### src/rtl/deser_pkg.sv
package deser_pkg;

    typedef enum logic [1:0] {
        ST_OFF,
        ST_SEARCH,
        ST_TRACK,
        ST_LOCKED
    } rx_state_e;

endpackage

### src/rtl/deser_hist.sv
// Serial history register with boundary-transition and training-frame detection.
module deser_hist #(
    parameter int FRAME_LEN = 12,
    parameter int WORD_W    = 10,
    parameter int SYNC_RUN  = FRAME_LEN / 2
) (
    input  logic              clk,
    input  logic              rst_n,
    input  logic              pwr_dn,
    input  logic              ser_in,
    output logic [WORD_W-1:0] payload,
    output logic              edge_seen,
    output logic              sync_seen
);
    localparam logic [FRAME_LEN-1:0] SYNC_PAT =
        {FRAME_LEN{1'b1}} << (FRAME_LEN - SYNC_RUN);

    logic [FRAME_LEN-1:0] hist_q;
    logic [FRAME_LEN-1:0] window;

    // Last FRAME_LEN bits including the one sampled at this edge.
    assign window    = {hist_q[FRAME_LEN-2:0], ser_in};
    assign edge_seen = ~hist_q[0] & ser_in;
    assign sync_seen = (window == SYNC_PAT);
    // Payload of a frame whose stop bit is on ser_in now.
    assign payload   = hist_q[WORD_W-1:0];

    always_ff @(posedge clk or negedge rst_n) begin
        if (!rst_n) begin
            hist_q <= '0;
        end else if (pwr_dn) begin
            hist_q <= '0;
        end else begin
            hist_q <= window;
        end
    end

endmodule

### src/rtl/deser_fsm.sv
// Alignment controller: search, track candidate, locked, powered down.
module deser_fsm
    import deser_pkg::*;
#(
    parameter int FRAME_LEN   = 12,
    parameter int LOCK_FRAMES = 8,
    parameter int LOSS_FRAMES = 2,
    localparam int PH_W       = $clog2(FRAME_LEN)
) (
    input  logic            clk,
    input  logic            rst_n,
    input  logic            pwr_dn,
    input  logic            edge_seen,
    input  logic            sync_seen,
    output rx_state_e       state_q,
    output logic            lock_next,
    output logic [PH_W-1:0] ph_next,
    output logic            capture
);
    localparam int GOOD_W = $clog2(LOCK_FRAMES + 1);
    localparam int MISS_W = $clog2(LOSS_FRAMES + 1);
    localparam logic [PH_W-1:0]   PH_LAST   = PH_W'(FRAME_LEN - 1);
    localparam logic [GOOD_W-1:0] GOOD_LAST = GOOD_W'(LOCK_FRAMES - 1);
    localparam logic [MISS_W-1:0] MISS_LAST = MISS_W'(LOSS_FRAMES - 1);

    rx_state_e         state_d;
    logic [PH_W-1:0]   ph_q, ph_d;
    logic [GOOD_W-1:0] good_q, good_d;
    logic [MISS_W-1:0] miss_q, miss_d;
    logic              at_boundary;

    assign at_boundary = (ph_q == '0);

    // State register process.
    always_ff @(posedge clk or negedge rst_n) begin
        if (!rst_n) begin
            state_q <= ST_SEARCH;
            ph_q    <= '0;
            good_q  <= '0;
            miss_q  <= '0;
        end else begin
            state_q <= state_d;
            ph_q    <= ph_d;
            good_q  <= good_d;
            miss_q  <= miss_d;
        end
    end

    // Next-state process.
    always_comb begin
        state_d = state_q;
        ph_d    = (ph_q == PH_LAST) ? '0 : ph_q + 1'b1;
        good_d  = good_q;
        miss_d  = miss_q;
        if (pwr_dn) begin
            state_d = ST_OFF;
            ph_d    = '0;
            good_d  = '0;
            miss_d  = '0;
        end else begin
            unique case (state_q)
                ST_OFF: begin
                    state_d = ST_SEARCH;
                    ph_d    = '0;
                end
                ST_SEARCH: begin
                    ph_d = '0;
                    if (sync_seen) begin
                        state_d = ST_LOCKED;
                        miss_d  = '0;
                    end else if (edge_seen) begin
                        state_d = ST_TRACK;
                        ph_d    = PH_W'(1);
                        good_d  = GOOD_W'(1);
                    end
                end
                ST_TRACK: begin
                    if (sync_seen) begin
                        state_d = ST_LOCKED;
                        ph_d    = '0;
                        miss_d  = '0;
                    end else if (at_boundary) begin
                        if (!edge_seen) begin
                            state_d = ST_SEARCH;
                            ph_d    = '0;
                            good_d  = '0;
                        end else if (good_q == GOOD_LAST) begin
                            state_d = ST_LOCKED;
                            miss_d  = '0;
                        end else begin
                            good_d = good_q + 1'b1;
                        end
                    end
                end
                ST_LOCKED: begin
                    if (at_boundary) begin
                        if (edge_seen) begin
                            miss_d = '0;
                        end else if (miss_q == MISS_LAST) begin
                            state_d = ST_SEARCH;
                            ph_d    = '0;
                            good_d  = '0;
                            miss_d  = '0;
                        end else begin
                            miss_d = miss_q + 1'b1;
                        end
                    end
                end
            endcase
        end
    end

    // Output process.
    always_comb begin
        lock_next = (state_d == ST_LOCKED);
        ph_next   = ph_d;
        capture   = (state_q == ST_LOCKED) && (ph_q == PH_LAST) && !pwr_dn;
    end

endmodule

### src/rtl/deser_out.sv
// Word register and recovered word-clock generator.
module deser_out #(
    parameter int WORD_W    = 10,
    parameter int FRAME_LEN = 12,
    localparam int PH_W     = $clog2(FRAME_LEN)
) (
    input  logic              clk,
    input  logic              rst_n,
    input  logic [WORD_W-1:0] payload,
    input  logic              capture,
    input  logic              lock_next,
    input  logic [PH_W-1:0]   ph_next,
    input  logic              edge_sel,
    output logic [WORD_W-1:0] word_out,
    output logic              word_clk
);
    localparam logic [PH_W-1:0] PH_HALF = PH_W'(FRAME_LEN / 2);

    logic [WORD_W-1:0] word_d;
    logic              clk_d;

    always_comb begin
        if (!lock_next) begin
            word_d = '0;
        end else if (capture) begin
            word_d = payload;
        end else begin
            word_d = word_out;
        end
        clk_d = lock_next & ((ph_next >= PH_HALF) ^ edge_sel);
    end

    always_ff @(posedge clk or negedge rst_n) begin
        if (!rst_n) begin
            word_out <= '0;
            word_clk <= 1'b0;
        end else begin
            word_out <= word_d;
            word_clk <= clk_d;
        end
    end

endmodule

### src/rtl/deser_frame_rx.sv
// Top: serial frame deserializer with random-data and training-frame lock.
module deser_frame_rx
    import deser_pkg::*;
#(
    parameter int WORD_W      = 10,
    parameter int LOCK_FRAMES = 8,
    parameter int LOSS_FRAMES = 2
) (
    input  logic              clk,
    input  logic              rst_n,
    input  logic              pwr_dn,
    input  logic              edge_sel,
    input  logic              ser_in,
    output logic [WORD_W-1:0] word_out,
    output logic              word_clk,
    output logic              locked
);
    localparam int FRAME_LEN = WORD_W + 2;
    localparam int PH_W      = $clog2(FRAME_LEN);

    logic [WORD_W-1:0] payload;
    logic              edge_seen;
    logic              sync_seen;
    rx_state_e         state_q;
    logic              lock_next;
    logic [PH_W-1:0]   ph_next;
    logic              capture;

    deser_hist #(
        .FRAME_LEN (FRAME_LEN),
        .WORD_W    (WORD_W)
    ) hist_i (
        .clk       (clk),
        .rst_n     (rst_n),
        .pwr_dn    (pwr_dn),
        .ser_in    (ser_in),
        .payload   (payload),
        .edge_seen (edge_seen),
        .sync_seen (sync_seen)
    );

    deser_fsm #(
        .FRAME_LEN   (FRAME_LEN),
        .LOCK_FRAMES (LOCK_FRAMES),
        .LOSS_FRAMES (LOSS_FRAMES)
    ) fsm_i (
        .clk       (clk),
        .rst_n     (rst_n),
        .pwr_dn    (pwr_dn),
        .edge_seen (edge_seen),
        .sync_seen (sync_seen),
        .state_q   (state_q),
        .lock_next (lock_next),
        .ph_next   (ph_next),
        .capture   (capture)
    );

    deser_out #(
        .WORD_W    (WORD_W),
        .FRAME_LEN (FRAME_LEN)
    ) out_i (
        .clk       (clk),
        .rst_n     (rst_n),
        .payload   (payload),
        .capture   (capture),
        .lock_next (lock_next),
        .ph_next   (ph_next),
        .edge_sel  (edge_sel),
        .word_out  (word_out),
        .word_clk  (word_clk)
    );

    assign locked = (state_q == ST_LOCKED);

endmodule

### config.mk
export PLATFORM = sky130hd
export DESIGN_NAME = deser_frame_rx
export DESIGN_NICKNAME = d
export VERILOG_FILES = /design/src/rtl/deser_pkg.sv /design/src/rtl/deser_hist.sv /design/src/rtl/deser_fsm.sv /design/src/rtl/deser_out.sv /design/src/rtl/deser_frame_rx.sv
export SDC_FILE = /design/constraint.sdc
export NUM_CORES = 1
export LEC_CHECK = 0
export BUFFER_PORTS_ARGS = -buffer_cell sky130_fd_sc_hd__buf_4
export CAP_MARGIN = 10
export CORE_ASPECT_RATIO = 0.6
export CORE_UTILIZATION = 45
export DETAILED_ROUTE_END_ITERATION = 7
export SLEW_MARGIN = 20
export SYNTH_ARGS = -nofsm -noshare
export SYNTH_HDL_FRONTEND = slang
export SYNTH_HIERARCHICAL = 1
export SYNTH_SLANG_ARGS = --single-unit
### constraint.sdc
create_clock -name clk -period 3.05 [get_ports clk]
set_input_delay 0.4575 -clock clk [delete_from_list [all_inputs] [get_ports clk]]
set_output_delay 0.4575 -clock clk [all_outputs]
set_load 0.005 [all_outputs]
==> results.sh <==
export IMPL_cts_htree_levels=2
export IMPL_nFillCells=344
export IMPL_synth_top_area_cell="dfrtp_1"
export IMPL_grt_pass1_wl_um=6023
export IMPL_hp_class="input port to asynchronous set/reset pin"
export IMPL_crit_path_start_kind="register"
export IMPL_yosys_register_bits=34
export IMPL_netlist_area_um2=1897
export IMPL_cp_data_arrival_time_ps=2700
export IMPL_hold_violations=0
export IMPL_p_sw_mw=0.2069
export IMPL_cts_tree="done"
export IMPL_synthToLayoutAreaGrowth_pct=9.895
export IMPL_synth_top_flop_cell="dfrtp_1"
export IMPL_grt_pass1_vias=1196
export IMPL_max_slew_margin_pct=58.64
export IMPL_multi_input_area_um2=887.1
export IMPL_async_flop_share_pct=100.0
export IMPL_post_cts_buffers=0
export IMPL_cp_required_ps=3260
export IMPL_post_cts_resize_count=0
export IMPL_drive_gt1_share_pct=20.63
export IMPL_diodes=0
export IMPL_ir_drop_mv=0.3479
export IMPL_via_count=1255
export IMPL_die_y_um=52.29
export IMPL_core_area_um2=3850
export IMPL_antenna_left=0
export IMPL_cts_hold_buf=0
export IMPL_antenna_found_initial=0
export IMPL_final_util_pct=54.14
export IMPL_initial_core_util_pct=49.27
export IMPL_worstPathMaxFanout=10
export IMPL_avgSynthCellArea_um2=10.48
export IMPL_end_kind="register"
export IMPL_fp_dieW_um=85.82
export IMPL_syn_inst=181
export IMPL_synth_area_top_cells="dfrtp_1 44%, nor2b_1 8.2%, mux2i_1 6.9%, ha_1 4.6%, buf_4 4.0%"
export IMPL_grt_max_degree=35
export IMPL_clockPowerShare_pct=42.6
export IMPL_worstSetupPathType="register to register"
export IMPL_placed_cells=238
export IMPL_crit_start="fsm_i/ph_q[0]"
export IMPL_status="complete, no violations"
export IMPL_seq_area_frac_synth_pct=44.92
export IMPL_netSwitchingFraction_pct=22.21
export IMPL_max_freq_mhz=401.2
export IMPL_leakagePower_nw=0.8918
export IMPL_firstDrtPassIters=4
export IMPL_cts_buffers_inserted=5
export IMPL_clock_sinks=34
export IMPL_power_frac_seq_pct=49.9
export IMPL_fin_skew_ps=6.360
export IMPL_cts_path_max_buffers=2
export IMPL_overflow=0
export IMPL_tns_ps=0
export IMPL_placed_cell_area_um2=1976
export IMPL_finalInstanceArea_um2=2085
export IMPL_synth_top_cell_area_share_pct=43.54
export IMPL_period_share_pct=81.72
export IMPL_root_buffer="clkbuf_8"
export IMPL_dieArea_um2=4487
export IMPL_yosysWarnings=6
export IMPL_synth_edf_count=0
export IMPL_drv_cap=0
export IMPL_wl_um=3623
export IMPL_hpwl_um=2698
export IMPL_r2r_start="fsm_i/ph_q[0]"
export IMPL_io_buffers=16
export IMPL_wl_per_cell_um=14.73
export IMPL_drt_iter0_markers=66
export IMPL_setup_viol=0
export IMPL_routed_via_density=5.102
export IMPL_final_cell_count_no_fill=246
export IMPL_worst_pin_slew_ps=620.4
export IMPL_post_route_drc_count=0
export IMPL_clk_pin_slew_ps=70
export IMPL_regArea_um2=852.1
export IMPL_std_cell_rows=17
export IMPL_powerDensity_nw_per_um2=447.0
export IMPL_pin_count=17
export IMPL_final_nets=200
export IMPL_power_frac_comb_pct=7.5
export IMPL_globalplace_congestion=0.8545
export IMPL_maxSlewViolCount=0
export IMPL_clk_latency_ps=280
export IMPL_grt_use_total_pct=18.41
export IMPL_rsz0062_at_grt="false"
export IMPL_syn_nets=193
export IMPL_ys_types=47
export IMPL_p_int_mw=0.7249
export IMPL_period_minus_slack_ps=2492
state kept, by name, indices dropped and copies added (netlist names):
name / cells
fsm_i/state_q: 2
fsm_i/good_q: 4
hist_i/hist_q: 11
out_i/word_clk: 1
fsm_i/ph_q: 4
out_i/word_out: 10
fsm_i/miss_q: 2
synthesized netlist by cell type (all sizes together), types with 2 or more instances:
library cell and number:
a211oi 2, a21oi 8, a311oi 2, and2 2, and3b 2, buf 12, clkbuf 5, dfrtp 33
ha 7, inv 10, mux2i 13, nand2 8, nand2b 2, nand3 3, nand3b 3, nor2 11
nor2b 26, nor3 3, o21ai 4, o31ai 3, or3 2, or4b 2
cell families (layout without fill, tap and decap cells):
kind of cell	after synthesis	after routing	synth area share, %
AOI/OAI and AO/OA	26	26	10.62
adders and majority gates	7	7	4.617
buffers and inverters	27	35	8.311
muxes	13	13	6.860
and+or+nand+nor	74	74	24.67
DFF	34	34	44.92
power groups by stage:
stage	clock [mW]	sequential, mW	combinational [mW]
2_1_floorplan	0	0.471	0.0506
6_report	0.397	0.465	0.0699
5_1_grt	0.433	0.466	0.0788
3_5_place_dp	0	0.473	0.0700
3_3_place_gp	0	0.473	0.0692
4_1_cts	0.410	0.465	0.0705
per-layer routing:
| layer | up-vias | part of all wire [%] | track usage, % |
|---|---|---|---|
| li1 | 631 | - | - |
| met1 | 596 | 55 | 27.72 |
| met2 | 25 | 40 | 25.47 |
| met4 | 0 | 0.44 | 5.000 |
| met3 | 3 | 5.4 | 5.197 |
| met5 | - | 0 | 0 |
cell usage in the layout (no fill, tap or decap), types with 2 or more instances in the layout:
cell / Yosys / final
or4b_4: 2 / 2
clkbuf_8: 0 / 5
buf_4: 10 / 17
nand2b_1: 2 / 2
ha_1: 7 / 7
a211oi_1: 2 / 2
o21ai_0: 4 / 4
dfrtp_1: 33 / 33
nand2_1: 8 / 8
nor2b_1: 25 / 25
nand3b_1: 3 / 3
o31ai_1: 3 / 3
nand3_1: 3 / 3
mux2i_1: 13 / 13
inv_1: 10 / 10
a21oi_1: 8 / 8
and2_1: 2 / 2
nor2_1: 11 / 11
clkinv_2: 0 / 2
nor3_1: 2 / 2
path summary, 6_finish.rpt:
check | endpoint | slack [ps] | cells after the start
min in group clk | hist_i/hist_q[0] | 440 | 2
max in group asynchronous | fsm_i/state_q[0] | 2610 | 1
setup / recovery | out_i/word_out[7] | 560 | 9
hold / removal | fsm_i/good_q[0] | 110 | 1
setup reg to reg | out_i/word_out[7] | 560 | 9
hold reg to reg | fsm_i/good_q[3] | 520 | 1
layout make-up:
type / count / area share [%]
multi-input combinational: 120 / 42.56
sequential: 34 / 40.88
timing repair buffer: 17 / 6.122
tap: 57 / 3.421
clock buffer: 5 / 3.301
clock inverter: 3 / 1.921
inverter: 10 / 1.801
metrics by stage:
step	power, mW	setup WS (ps)	hold WS [ps]
floorplan	0.5218	584.5	161.9
global placement	0.5425	426.9	420.2
detailed placement	0.5434	349.0	430.3
CTS	0.9456	545.1	120.3
global route	0.9783	422.2	128.8
finish	0.9318	557.6	107.0
worst max-delay path, cell delays in order, from the launching register on:
cell and delay, ps:
dfrtp_1 410, inv_1 70, ha_1 190, or4b_4 500
or3_4 370, nand2_1 90, a2111oi_2 90, nor4_2 320
buf_4 220, nor2b_1 150
Power figures use the tool's default switching activity.
